--- config.mk ---
export PLATFORM = sky130hd
export DESIGN_NAME = flash_prog_seq
export DESIGN_NICKNAME = d
export VERILOG_FILES = /design/src/rtl/flash_seq_pkg.sv /design/src/rtl/flash_bus_cycle.sv /design/src/rtl/flash_poll_judge.sv /design/src/rtl/flash_prog_seq.sv
export SDC_FILE = /design/constraint.sdc
export NUM_CORES = 1
export LEC_CHECK = 0
export BUFFER_PORTS_ARGS = -buffer_cell sky130_fd_sc_hd__buf_2
export CAP_MARGIN = 20
export CORE_MARGIN = 2
export CORE_UTILIZATION = 35
export CTS_BUF_LIST = sky130_fd_sc_hd__clkbuf_8
export DETAILED_ROUTE_END_ITERATION = 12
export SYNTH_ARGS = -nofsm -noshare
export SYNTH_HDL_FRONTEND = slang
export SYNTH_HIERARCHICAL = 1
export SYNTH_SLANG_ARGS = --single-unit
export TNS_END_PERCENT = 1
--- constraint.sdc ---
create_clock -name clk -period 3.3 [get_ports clk]
set_input_delay 0.33 -clock clk [delete_from_list [all_inputs] [get_ports clk]]
set_output_delay 0.33 -clock clk [all_outputs]
set_load 0.01 [all_outputs]
--- src/rtl/flash_seq_pkg.sv ---
// Shared types and the command-step table for the flash sequencer.
// Assumes unlock addresses fit in the address width (at least 15 bits).
package flash_seq_pkg;

    typedef enum logic [1:0] {FAM_A = 2'd0, FAM_B = 2'd1, FAM_C = 2'd2} fam_e;
    typedef enum logic [1:0] {SK_WR = 2'd0, SK_POLL = 2'd1, SK_END = 2'd2} skind_e;
    typedef enum logic [1:0] {AS_UNL1 = 2'd0, AS_UNL2 = 2'd1, AS_TGT = 2'd2} asel_e;
    typedef enum logic [1:0] {PM_DQ7 = 2'd0, PM_DQ6 = 2'd1, PM_SR = 2'd2} pmode_e;

    typedef struct packed {
        skind_e     kind;
        asel_e      asel;
        logic [7:0] val;
        logic       use_data;
        logic       chk;
    } step_t;

    localparam logic [7:0] RES_OK      = 8'h00;
    localparam logic [7:0] RES_TIMEOUT = 8'h01;
    localparam logic [7:0] RES_DEVFAIL = 8'h02;

    // Build one step record.
    function automatic step_t mk(skind_e k, asel_e a, logic [7:0] v, logic ud, logic ck);
        step_t s;
        s.kind = k; s.asel = a; s.val = v; s.use_data = ud; s.chk = ck;
        return s;
    endfunction

    // Step idx of the command sequence for a family and operation.
    function automatic step_t seq_step(fam_e fam, logic erase, logic [2:0] idx);
        step_t s;
        s = mk(SK_END, AS_TGT, 8'h00, 1'b0, 1'b0);
        if (fam == FAM_C) begin
            case (idx)
                3'd0: s = mk(SK_WR,   AS_TGT, 8'h70, 1'b0, 1'b0);
                3'd1: s = mk(SK_POLL, AS_TGT, 8'h00, 1'b0, 1'b0);
                3'd2: s = mk(SK_WR,   AS_TGT, erase ? 8'h20 : 8'h40, 1'b0, 1'b0);
                3'd3: s = mk(SK_WR,   AS_TGT, 8'hD0, !erase, 1'b0);
                3'd4: s = mk(SK_POLL, AS_TGT, 8'h00, 1'b0, 1'b1);
                default: ;
            endcase
        end else if (!erase) begin
            case (idx)
                3'd0: s = mk(SK_WR,   AS_UNL1, 8'hAA, 1'b0, 1'b0);
                3'd1: s = mk(SK_WR,   AS_UNL2, 8'h55, 1'b0, 1'b0);
                3'd2: s = mk(SK_WR,   AS_UNL1, 8'hA0, 1'b0, 1'b0);
                3'd3: s = mk(SK_WR,   AS_TGT,  8'h00, 1'b1, 1'b0);
                3'd4: s = mk(SK_POLL, AS_TGT,  8'h00, 1'b0, 1'b1);
                default: ;
            endcase
        end else begin
            case (idx)
                3'd0: s = mk(SK_WR,   AS_UNL1, 8'hAA, 1'b0, 1'b0);
                3'd1: s = mk(SK_WR,   AS_UNL2, 8'h55, 1'b0, 1'b0);
                3'd2: s = mk(SK_WR,   AS_UNL1, 8'h80, 1'b0, 1'b0);
                3'd3: s = mk(SK_WR,   AS_UNL1, 8'hAA, 1'b0, 1'b0);
                3'd4: s = mk(SK_WR,   AS_UNL2, 8'h55, 1'b0, 1'b0);
                3'd5: s = mk(SK_WR,   AS_TGT,  8'h30, 1'b0, 1'b0);
                3'd6: s = mk(SK_POLL, AS_TGT,  8'h00, 1'b0, 1'b1);
                default: ;
            endcase
        end
        return s;
    endfunction

endpackage

--- src/rtl/flash_bus_cycle.sv ---
// One flash bus cycle: a setup cycle, a strobe held STROBE_CYCLES cycles, and a hold cycle.
// Assumes start is only raised while idle; read data is sampled on the last strobe cycle.
module flash_bus_cycle #(
    parameter int AW            = 20,
    parameter int STROBE_CYCLES = 3
) (
    input  logic          clk,
    input  logic          rst_n,
    input  logic          start,
    input  logic          is_read,
    input  logic [AW-1:0] addr,
    input  logic [7:0]    wdata,
    output logic          done,
    output logic [7:0]    rdata,
    output logic [AW-1:0] bus_addr,
    output logic [7:0]    bus_dout,
    output logic          bus_we_n,
    output logic          bus_oe_n,
    input  logic [7:0]    bus_din
);
    localparam int CW = $clog2(STROBE_CYCLES + 1);

    typedef enum logic [1:0] {PH_IDLE, PH_SETUP, PH_STRB, PH_HOLD} ph_e;

    ph_e           ph_q;
    logic [CW-1:0] cnt_q;
    logic          rd_q;

    // Phase sequencing and registered bus outputs.
    always_ff @(posedge clk) begin
        if (!rst_n) begin
            ph_q     <= PH_IDLE;
            cnt_q    <= '0;
            rd_q     <= 1'b0;
            bus_addr <= '0;
            bus_dout <= '0;
            bus_we_n <= 1'b1;
            bus_oe_n <= 1'b1;
            rdata    <= '0;
        end else begin
            case (ph_q)
                PH_IDLE: if (start) begin
                    bus_addr <= addr;
                    bus_dout <= wdata;
                    rd_q     <= is_read;
                    ph_q     <= PH_SETUP;
                end
                PH_SETUP: begin
                    bus_we_n <= rd_q;
                    bus_oe_n <= !rd_q;
                    cnt_q    <= '0;
                    ph_q     <= PH_STRB;
                end
                PH_STRB: begin
                    if (cnt_q == CW'(STROBE_CYCLES - 1)) begin
                        bus_we_n <= 1'b1;
                        bus_oe_n <= 1'b1;
                        if (rd_q) rdata <= bus_din;
                        ph_q <= PH_HOLD;
                    end else begin
                        cnt_q <= cnt_q + 1'b1;
                    end
                end
                default: ph_q <= PH_IDLE;
            endcase
        end
    end

    assign done = (ph_q == PH_HOLD);
endmodule

--- src/rtl/flash_poll_judge.sv ---
// Judges each completion-poll read and counts reads against POLL_LIMIT.
// Assumes clr is pulsed (on any command write) before a new poll begins.
module flash_poll_judge
    import flash_seq_pkg::*;
#(
    parameter int POLL_LIMIT = 1024
) (
    input  logic       clk,
    input  logic       rst_n,
    input  logic       clr,
    input  logic       rd_valid,
    input  logic [7:0] rd_data,
    input  pmode_e     mode,
    input  logic       expect7,
    output logic       hit,
    output logic       expired
);
    localparam int CW = $clog2(POLL_LIMIT + 1);

    logic [CW-1:0] cnt_q;
    logic          prev6_q;
    logic          have_prev_q;

    // Completion test for the current read, by polling method.
    always_comb begin
        case (mode)
            PM_DQ7:  hit = (rd_data[7] == expect7);
            PM_DQ6:  hit = have_prev_q && (rd_data[6] == prev6_q);
            default: hit = rd_data[7];
        endcase
        expired = !hit && (cnt_q == CW'(POLL_LIMIT - 1));
    end

    // Read counter and previous toggle-bit memory.
    always_ff @(posedge clk) begin
        if (!rst_n || clr) begin
            cnt_q       <= '0;
            prev6_q     <= 1'b0;
            have_prev_q <= 1'b0;
        end else if (rd_valid) begin
            cnt_q       <= cnt_q + 1'b1;
            prev6_q     <= rd_data[6];
            have_prev_q <= 1'b1;
        end
    end
endmodule

--- src/rtl/flash_prog_seq.sv ---
// Top of the flash program/erase sequencer: walks the family's step table,
// drives bus cycles, evaluates polls, walks erase blocks and reports a result.
// Assumes AW >= 15 and AW > BLK_BITS; requests arriving while busy are not taken.
module flash_prog_seq
    import flash_seq_pkg::*;
#(
    parameter int AW            = 20,
    parameter int BLK_BITS      = 16,
    parameter int BOOT_BLOCKS   = 1,
    parameter int STROBE_CYCLES = 3,
    parameter int POLL_LIMIT    = 1024
) (
    input  logic          clk,
    input  logic          rst_n,
    input  logic          req_valid,
    input  logic          req_erase,
    input  logic [1:0]    req_family,
    input  logic [7:0]    req_pos,
    input  logic [AW-1:0] req_addr,
    input  logic [7:0]    req_data,
    output logic          busy,
    output logic          done,
    output logic [7:0]    result,
    output logic [AW-1:0] flash_addr,
    output logic [7:0]    flash_dout,
    input  logic [7:0]    flash_din,
    output logic          flash_we_n,
    output logic          flash_oe_n
);
    localparam int BLKW = AW - BLK_BITS;
    localparam logic [BLKW-1:0] FIRST_BLK = BLKW'(BOOT_BLOCKS);
    localparam logic [BLKW-1:0] LAST_BLK  = {BLKW{1'b1}};

    typedef enum logic [1:0] {SQ_IDLE, SQ_ISSUE, SQ_WAIT, SQ_DONE} sq_e;

    sq_e             st_q;
    fam_e            fam_q;
    logic            erase_q;
    logic [7:0]      pos_q;
    logic [AW-1:0]   addr_q;
    logic [7:0]      data_q;
    logic [2:0]      idx_q;
    logic [BLKW-1:0] blk_q;
    logic            final_q;
    logic [7:0]      result_q;

    step_t           cur;
    logic [AW-1:0]   tgt;
    logic            pos_end;
    pmode_e          pmode;
    logic            cyc_start, cyc_read, cyc_done;
    logic [AW-1:0]   cyc_addr;
    logic [7:0]      cyc_data, cyc_rdata;
    logic            rd_valid, p_hit, p_expired;

    // Decode of the current step and derived addresses.
    always_comb begin
        cur     = seq_step(fam_q, erase_q, idx_q);
        tgt     = erase_q ? {blk_q, {BLK_BITS{1'b0}}} : addr_q;
        pos_end = (pos_q == 8'h01) || (pos_q == 8'h02);
        case (fam_q)
            FAM_A:   pmode = PM_DQ7;
            FAM_B:   pmode = PM_DQ6;
            default: pmode = PM_SR;
        endcase
    end

    // Bus cycle request for the step being issued.
    always_comb begin
        cyc_start = 1'b0;
        cyc_read  = 1'b0;
        cyc_addr  = tgt;
        cyc_data  = cur.use_data ? data_q : cur.val;
        if (st_q == SQ_ISSUE) begin
            if (final_q) begin
                cyc_start = 1'b1;
                cyc_data  = (fam_q == FAM_C) ? 8'hFF : 8'hF0;
            end else if (cur.kind == SK_WR) begin
                cyc_start = 1'b1;
                case (cur.asel)
                    AS_UNL1: cyc_addr = (fam_q == FAM_A) ? AW'('h555) : AW'('h5555);
                    AS_UNL2: cyc_addr = (fam_q == FAM_A) ? AW'('h2AA) : AW'('h2AAA);
                    default: cyc_addr = tgt;
                endcase
            end else if (cur.kind == SK_POLL) begin
                cyc_start = 1'b1;
                cyc_read  = 1'b1;
            end
        end
    end

    assign rd_valid = cyc_done && (st_q == SQ_WAIT) && !final_q && (cur.kind == SK_POLL);

    flash_bus_cycle #(.AW(AW), .STROBE_CYCLES(STROBE_CYCLES)) i_bus (
        .clk(clk), .rst_n(rst_n),
        .start(cyc_start), .is_read(cyc_read), .addr(cyc_addr), .wdata(cyc_data),
        .done(cyc_done), .rdata(cyc_rdata),
        .bus_addr(flash_addr), .bus_dout(flash_dout),
        .bus_we_n(flash_we_n), .bus_oe_n(flash_oe_n), .bus_din(flash_din)
    );

    flash_poll_judge #(.POLL_LIMIT(POLL_LIMIT)) i_poll (
        .clk(clk), .rst_n(rst_n),
        .clr(cyc_start && !cyc_read),
        .rd_valid(rd_valid), .rd_data(cyc_rdata),
        .mode(pmode), .expect7(erase_q ? 1'b1 : data_q[7]),
        .hit(p_hit), .expired(p_expired)
    );

    // Operation state machine: accept, step, poll, walk blocks, finish.
    always_ff @(posedge clk) begin
        if (!rst_n) begin
            st_q     <= SQ_IDLE;
            fam_q    <= FAM_A;
            erase_q  <= 1'b0;
            pos_q    <= '0;
            addr_q   <= '0;
            data_q   <= '0;
            idx_q    <= '0;
            blk_q    <= FIRST_BLK;
            final_q  <= 1'b0;
            result_q <= RES_OK;
        end else begin
            case (st_q)
                SQ_IDLE: if (req_valid) begin
                    fam_q    <= req_family[1] ? FAM_C : (req_family[0] ? FAM_B : FAM_A);
                    erase_q  <= req_erase;
                    pos_q    <= req_pos;
                    addr_q   <= req_addr;
                    data_q   <= req_data;
                    idx_q    <= '0;
                    blk_q    <= FIRST_BLK;
                    final_q  <= 1'b0;
                    result_q <= RES_OK;
                    st_q     <= SQ_ISSUE;
                end
                SQ_ISSUE: begin
                    if (cyc_start) begin
                        st_q <= SQ_WAIT;
                    end else if (erase_q && blk_q != LAST_BLK) begin
                        blk_q <= blk_q + 1'b1;
                        idx_q <= '0;
                    end else if (erase_q || pos_end) begin
                        final_q <= 1'b1;
                    end else begin
                        st_q <= SQ_DONE;
                    end
                end
                SQ_WAIT: if (cyc_done) begin
                    st_q <= SQ_ISSUE;
                    if (final_q) begin
                        st_q <= SQ_DONE;
                    end else if (cur.kind == SK_POLL) begin
                        if (p_hit) begin
                            if (cur.chk && fam_q == FAM_C && cyc_rdata[5:4] != 2'b00) begin
                                result_q <= RES_DEVFAIL;
                                final_q  <= 1'b1;
                            end else begin
                                idx_q <= idx_q + 1'b1;
                            end
                        end else if (p_expired) begin
                            result_q <= RES_TIMEOUT;
                            final_q  <= 1'b1;
                        end
                    end else begin
                        idx_q <= idx_q + 1'b1;
                    end
                end
                default: st_q <= SQ_IDLE;
            endcase
        end
    end

    assign busy   = (st_q != SQ_IDLE);
    assign done   = (st_q == SQ_DONE);
    assign result = result_q;
endmodule

==> results of run 1 <==
## power groups by stage
stage | logic, mW | clock network [mW] | registers, mW
floorplan | 0.859 | 0 | 1.49
global placement | 1.12 | 0 | 1.50
detailed placement | 1.12 | 0 | 1.50
CTS | 1.12 | 0.830 | 1.47
global route | 1.25 | 0.871 | 1.49
finish | 1.11 | 0.795 | 1.47
## metal layers
layer,GRT usage (%),part of all wire (%),vias to the layer above
met3,4.046,5.3,13
met1,21.43,48,2114
met4,4.870,1.8,0
met2,25.88,45,106
li1,-,-,2372
met5,0,0,-
## how the worst min path moves through the flow
stage / startpoint / end / slack [ns]
finish: req_addr[10] / addr_q[10] / 0.17
detailed placement: i_bus/bus_dout[6] / i_bus/bus_dout[6] / 0.46
global placement: i_bus/cnt_q[0] / i_bus/cnt_q[0] / 0.45
CTS: req_addr[10] / addr_q[10] / 0.15
global route: req_addr[7] / addr_q[7] / 0.16
floorplan: i_poll/have_prev_q / i_poll/have_prev_q / 0.43
## critical path, cell delays in order (launching register included)
cell	delay (ns)
dfxtp_1	0.39
inv_1	0.12
ha_1	0.43
mux2i_1	0.15
o32ai_2	0.35
and2_1	0.45
nand3_2	0.20
or4_1	0.44
a21oi_1	0.15
## cell type report
type / count / share of cell area (%)
inverters: 17 / 1.037
repair buffers: 92 / 8.013
clock buffers: 9 / 2.013
flip-flops and latches: 103 / 33.52
well taps: 211 / 4.291
clock inverters: 7 / 1.241
multi-input cells: 497 / 49.89
## per-stage QoR
stage | utilization, % | total power [mW] | cell area (um2)
floorplan | - | 2.354 | 5527
global placement | 38.86 | 2.614 | 5952
detailed placement | 38.86 | 2.619 | 5952
CTS | 40.17 | 3.425 | 6152
global route | 40.17 | 3.612 | 6152
finish | 40.17 | 3.375 | 6152
## flip-flops by register name, indices dropped and copies added, names as in the netlist
name and cells:
data_q 8, i_poll/have_prev_q 1, i_bus/bus_oe_n 1, blk_q 4
i_bus/bus_dout 8, i_bus/rdata 4, i_poll/prev6_q 1, pos_q 8
erase_q 1, i_bus/ph_q 2, i_bus/bus_we_n 1, final_q 1
result 2, st_q 2, i_bus/cnt_q 2, i_poll/cnt_q 11
fam_q 2, addr_q 20, i_bus/rd_q 1, idx_q 3
i_bus/bus_addr 20
==> impl_metrics.tcl, run 1 <==
set metrics [dict create \
    outcome "completed" \
    internal_power_mw 2.094 \
    sequentialPowerShare_pct 43.5 \
    timing.max_cap.violations 0 \
    fmax_ghz 0.3645 \
    timing.critical_path.arrival_ns 3.06 \
    finish.cell_count_without_fillers 936 \
    clk-insertion-delay-late_ns 0.40 \
    drt-initial-drc-count 276 \
    worst_setup_path_start "idx_q[0]" \
    hold_violation_total_from_the_final_report 0 \
    worst-r2r-cell-count 8 \
    critical_path_class "reg -> reg" \
    worst-slew-pin-transition_ns 0.8226 \
    final_nets 789 \
    power_density_nw_per_um2 548.6 \
    die-width_um 129.4 \
    die_ht_um 129.4 \
    synth_area_per_cell_um2 8.295 \
    rsz0062_at_grt "false" \
    cts_root_buf "clkbuf_8" \
    grt_pass1_wl_um 21530 \
    most-common-layout-cells "nand2_1 (173), dfxtp_1 (103), buf_2 (79)" \
    grt_pass1_vias 4328 \
    path_max_fanout 12 \
    whs_path_depth 3 \
    wl_per_cell_um 13.97 \
    terminus_of_the_critical_flop_to_flop_path "i_poll/cnt_q[10]" \
    yosys_warnings 6 \
    setup_ws_ns 0.5565 \
    h-tree-depth 3 \
    num-fill-cells 1643 \
    placed_cells_incl_taps 920 \
    area_growth_pct 11.70 \
    first_pass_iters 4 \
    finalClockSkew_ns 0.01984 \
    setup.worst_path.end "i_poll/cnt_q[10]" \
    max-vdd-ir-drop_uv 272.3 \
    post-route-min-period_ns 2.743 \
    grt_usage_pct 16.12 \
    tritoncts_buffers 9 \
    slew_headroom_pct 45.03 \
    numClockSinks 103 \
    cts_hold_buffers 0 \
    drt-vias-per-instance 4.920 \
    cts.clk_slew.worst_paths_ns 0.12 \
    postCtsResizedCells 0 \
    initial_core_util_pct 35.96 \
    netlist_area_um2 5508 \
    clock_tree.buffer_depth 2 \
    fp.coreArea_um2 15310 \
    totalWireLength_um 13080 \
    power.share.combinational_pct 32.9 \
    power.static_leakage_nw 2.441 \
    rows 45 \
    floorplan.die_area_um2 16760 \
    place.gp.congestion 0.9026 \
    power_frac_clock_pct 23.5 \
    postCtsSetupBuffers 0 \
    layout.cells.most_common "nand2_1" \
    cts_tree "yes" \
    swShare_pct 37.96 \
    drc 0 \
    timing.critical_path.required_ns 3.62 \
    setup_tns_ns 0 \
    antenna_violations_before_repair 0 \
    hp-class "in -> reg" \
    grt_start_max_net_pins 52 \
    setup_viol 0 \
    preCtsSetupSlack_ns 0.5796 \
    power_switching_mw 1.281 \
    drive_above_1_share_pct 19.03 \
    io_pins 90 \
    register_area_um2 2062 \
    drtAntennaViolNets 0 \
    dp_hpwl_um 9365 \
    post_synthesis_cells 664 \
    total_congestion_overflow_after_global_routing 0 \
    num_vias 4605 \
    regToRegStartpoint "idx_q[0]" \
    final.hold.worst_slack_ns 0.1741 \
    antenna-diode-count 0 \
    reg2reg_slack_ns 0.56 \
    multi_input_area_um2 3069 \
    post-route-period-util_pct 83.14 \
    report.final.slew_viol_count 0 \
    worstSetupStartpointType "register" \
    critical_path_end_type "register" \
    port-buffer-count 79 \
]
(Power assumes the default switching activity.)
==> run 2, diff against run 1 <==
==> constraint.sdc (replaced) <==
create_clock -name clk -period 2.3 [get_ports clk]
set_input_delay 0.23 -clock clk [delete_from_list [all_inputs] [get_ports clk]]
set_output_delay 0.23 -clock clk [all_outputs]
set_load 0.01 [all_outputs]
==> impl_metrics.tcl, run 2 (same netlist as run 1, synthesis figures left out) <==
set metrics [dict create \
    antenna_violations_before_repair 0 \
    post-route-min-period_ns 2.225 \
    tritoncts_buffers 9 \
    fmax_ghz 0.4494 \
    layout.cells.most_common "nand2_1" \
    final_nets 824 \
    cts_tree "yes" \
    met2WireLength_um 6381 \
    fp.coreArea_um2 15310 \
    final_design_area_no_fill_um2 6630 \
    grt_pass1_vias 4410 \
    min_delay_worst_endpoint "addr_q[6]" \
    topRoutingLayerUsed "met4" \
    outcome "completed" \
    terminus_of_the_critical_flop_to_flop_path "i_bus/bus_addr[2]" \
    hp-class "in -> reg" \
    floorplan.die_area_um2 16760 \
    placedInstanceArea_um2 6223 \
    most-common-layout-cells "nand2_1 (172), dfxtp_1 (100), buf_2 (79)" \
    drtAntennaViolNets 0 \
    num-fill-cells 1603 \
    max-vdd-ir-drop_uv 600.5 \
    cts_hold_buffers 0 \
    grt_usage_pct 16.30 \
    wl_per_cell_um 14.20 \
    dr_wl_met3_um 641 \
    timing.critical_path.arrival_ns 2.54 \
    power.static_leakage_nw 2.693 \
    drive_above_1_share_pct 25.53 \
    numClockSinks 103 \
    clock_tree.buffer_depth 2 \
    port-buffer-count 79 \
    dp_hpwl_um 9691 \
    area_growth_pct 20.38 \
    drt-vias-per-instance 4.923 \
    cts_root_buf "clkbuf_8" \
    setup_tns_ns 0 \
    place.gp.congestion 0.9238 \
    io_pins 90 \
    reg2reg_slack_ns 0.07 \
    setup_viol 0 \
    antenna-diode-count 0 \
    timing.max_cap.violations 0 \
    clk-insertion-delay-late_ns 0.39 \
    num_vias 4780 \
    whs_path_depth 3 \
    drc 0 \
    cts.clk_slew.worst_paths_ns 0.11 \
    post-route-period-util_pct 96.74 \
    path_max_fanout 14 \
    totalWireLength_um 13790 \
    drt-met1-wl_um 6411 \
    critical_path_class "reg -> reg" \
    first_pass_iters 5 \
    initial_core_util_pct 35.96 \
    hold_violation_total_from_the_final_report 0 \
    worst-r2r-cell-count 12 \
    total_congestion_overflow_after_global_routing 0 \
    finalPower_mw 5.229 \
    die-width_um 129.4 \
    rows 45 \
    grt_pass1_wl_um 21670 \
    worstSetupStartpointType "register" \
    finalClockSkew_ns 0.01226 \
    power_density_nw_per_um2 788.6 \
    h-tree-depth 3 \
    drt-initial-drc-count 275 \
    report.final.slew_viol_count 0 \
    reg.largest.list "addr_q: 20 flops, i_bus/bus_addr: 20 flops, i_poll/cnt_q: 11 flops" \
    timing.hold.worst.start "req_addr[6]" \
    grt_start_max_net_pins 55 \
    timing.critical_path.required_ns 2.61 \
    die_ht_um 129.4 \
    regToRegStartpoint "idx_q[1]" \
    critical_path_end_type "register" \
]
## run 2: metal layers
layer | track usage (%) | vias up
li1 | - | 2448
met1 | 21.67 | 2190
met2 | 25.98 | 123
met3 | 4.170 | 19
met4 | 5.250 | 0
met5 | 0 | -
## run 2: how the worst max path moves through the flow
stage	startpoint	endpoint
finish	idx_q[1]	i_bus/bus_addr[2]
global route	idx_q[1]	i_bus/bus_addr[8]
CTS	idx_q[0]	i_bus/bus_addr[8]
detailed placement	idx_q[1]	i_bus/bus_dout[2]
global placement	idx_q[1]	i_bus/bus_addr[8]
floorplan	erase_q	result[0]
## run 2: power by group
group          switching, mW  leakage (nW)  internal (mW)  total, mW
clock                  0.693         0.106          0.518       1.21
combinational           1.09          1.75          0.821       1.91
sequential             0.132         0.839           1.97       2.11
total                   1.92          2.69           3.31       5.23
## run 2: per-stage QoR
step	hold WS (ns)	setup WS [ns]	std cells	util [%]
4_1_cts	0.05942	-0.005614	964	41.97
3_5_place_dp	0.4575	0.008182	948	40.64
2_1_floorplan	0.3699	-0.003143	669	-
3_3_place_gp	0.4471	0.01014	948	40.64
6_report	0.07456	0.07499	971	43.29
5_1_grt	0.05914	-0.04730	971	43.29
## run 2: timing repair
| action | in CTS | in global routing |
|---|---|---|
| resized for setup | 2 | 37 |
| endpoints found under the setup margin | 9 | 54 |
| pin swaps | 0 | 7 |
| setup buffers | 0 | 5 |
| gates cloned | 0 | 2 |
## run 2: critical path, stage by stage (launching register included)
cell        delay, ns
dfxtp_4          0.39
clkinvlp_4       0.14
ha_4             0.20
buf_4            0.16
nor2_2           0.12
o221ai_2         0.11
a21o_1           0.20
and2_1           0.18
buf_4            0.17
nand2_4          0.10
clkbuf_16        0.17
nand2_1          0.05
a21boi_0         0.15
## run 2: final cells by class
class                      count  area [um2]  share of cell area, %
timing repair buffer         126       803.3                  12.12
sequential                   103        2068                  31.19
clock inverter                 7       77.57                  1.170
tap                          211       264.0                  3.982
clock buffer                   9       123.9                  1.868
multi-input combinational    498        3226                  48.65
inverter                      17       67.56                  1.019
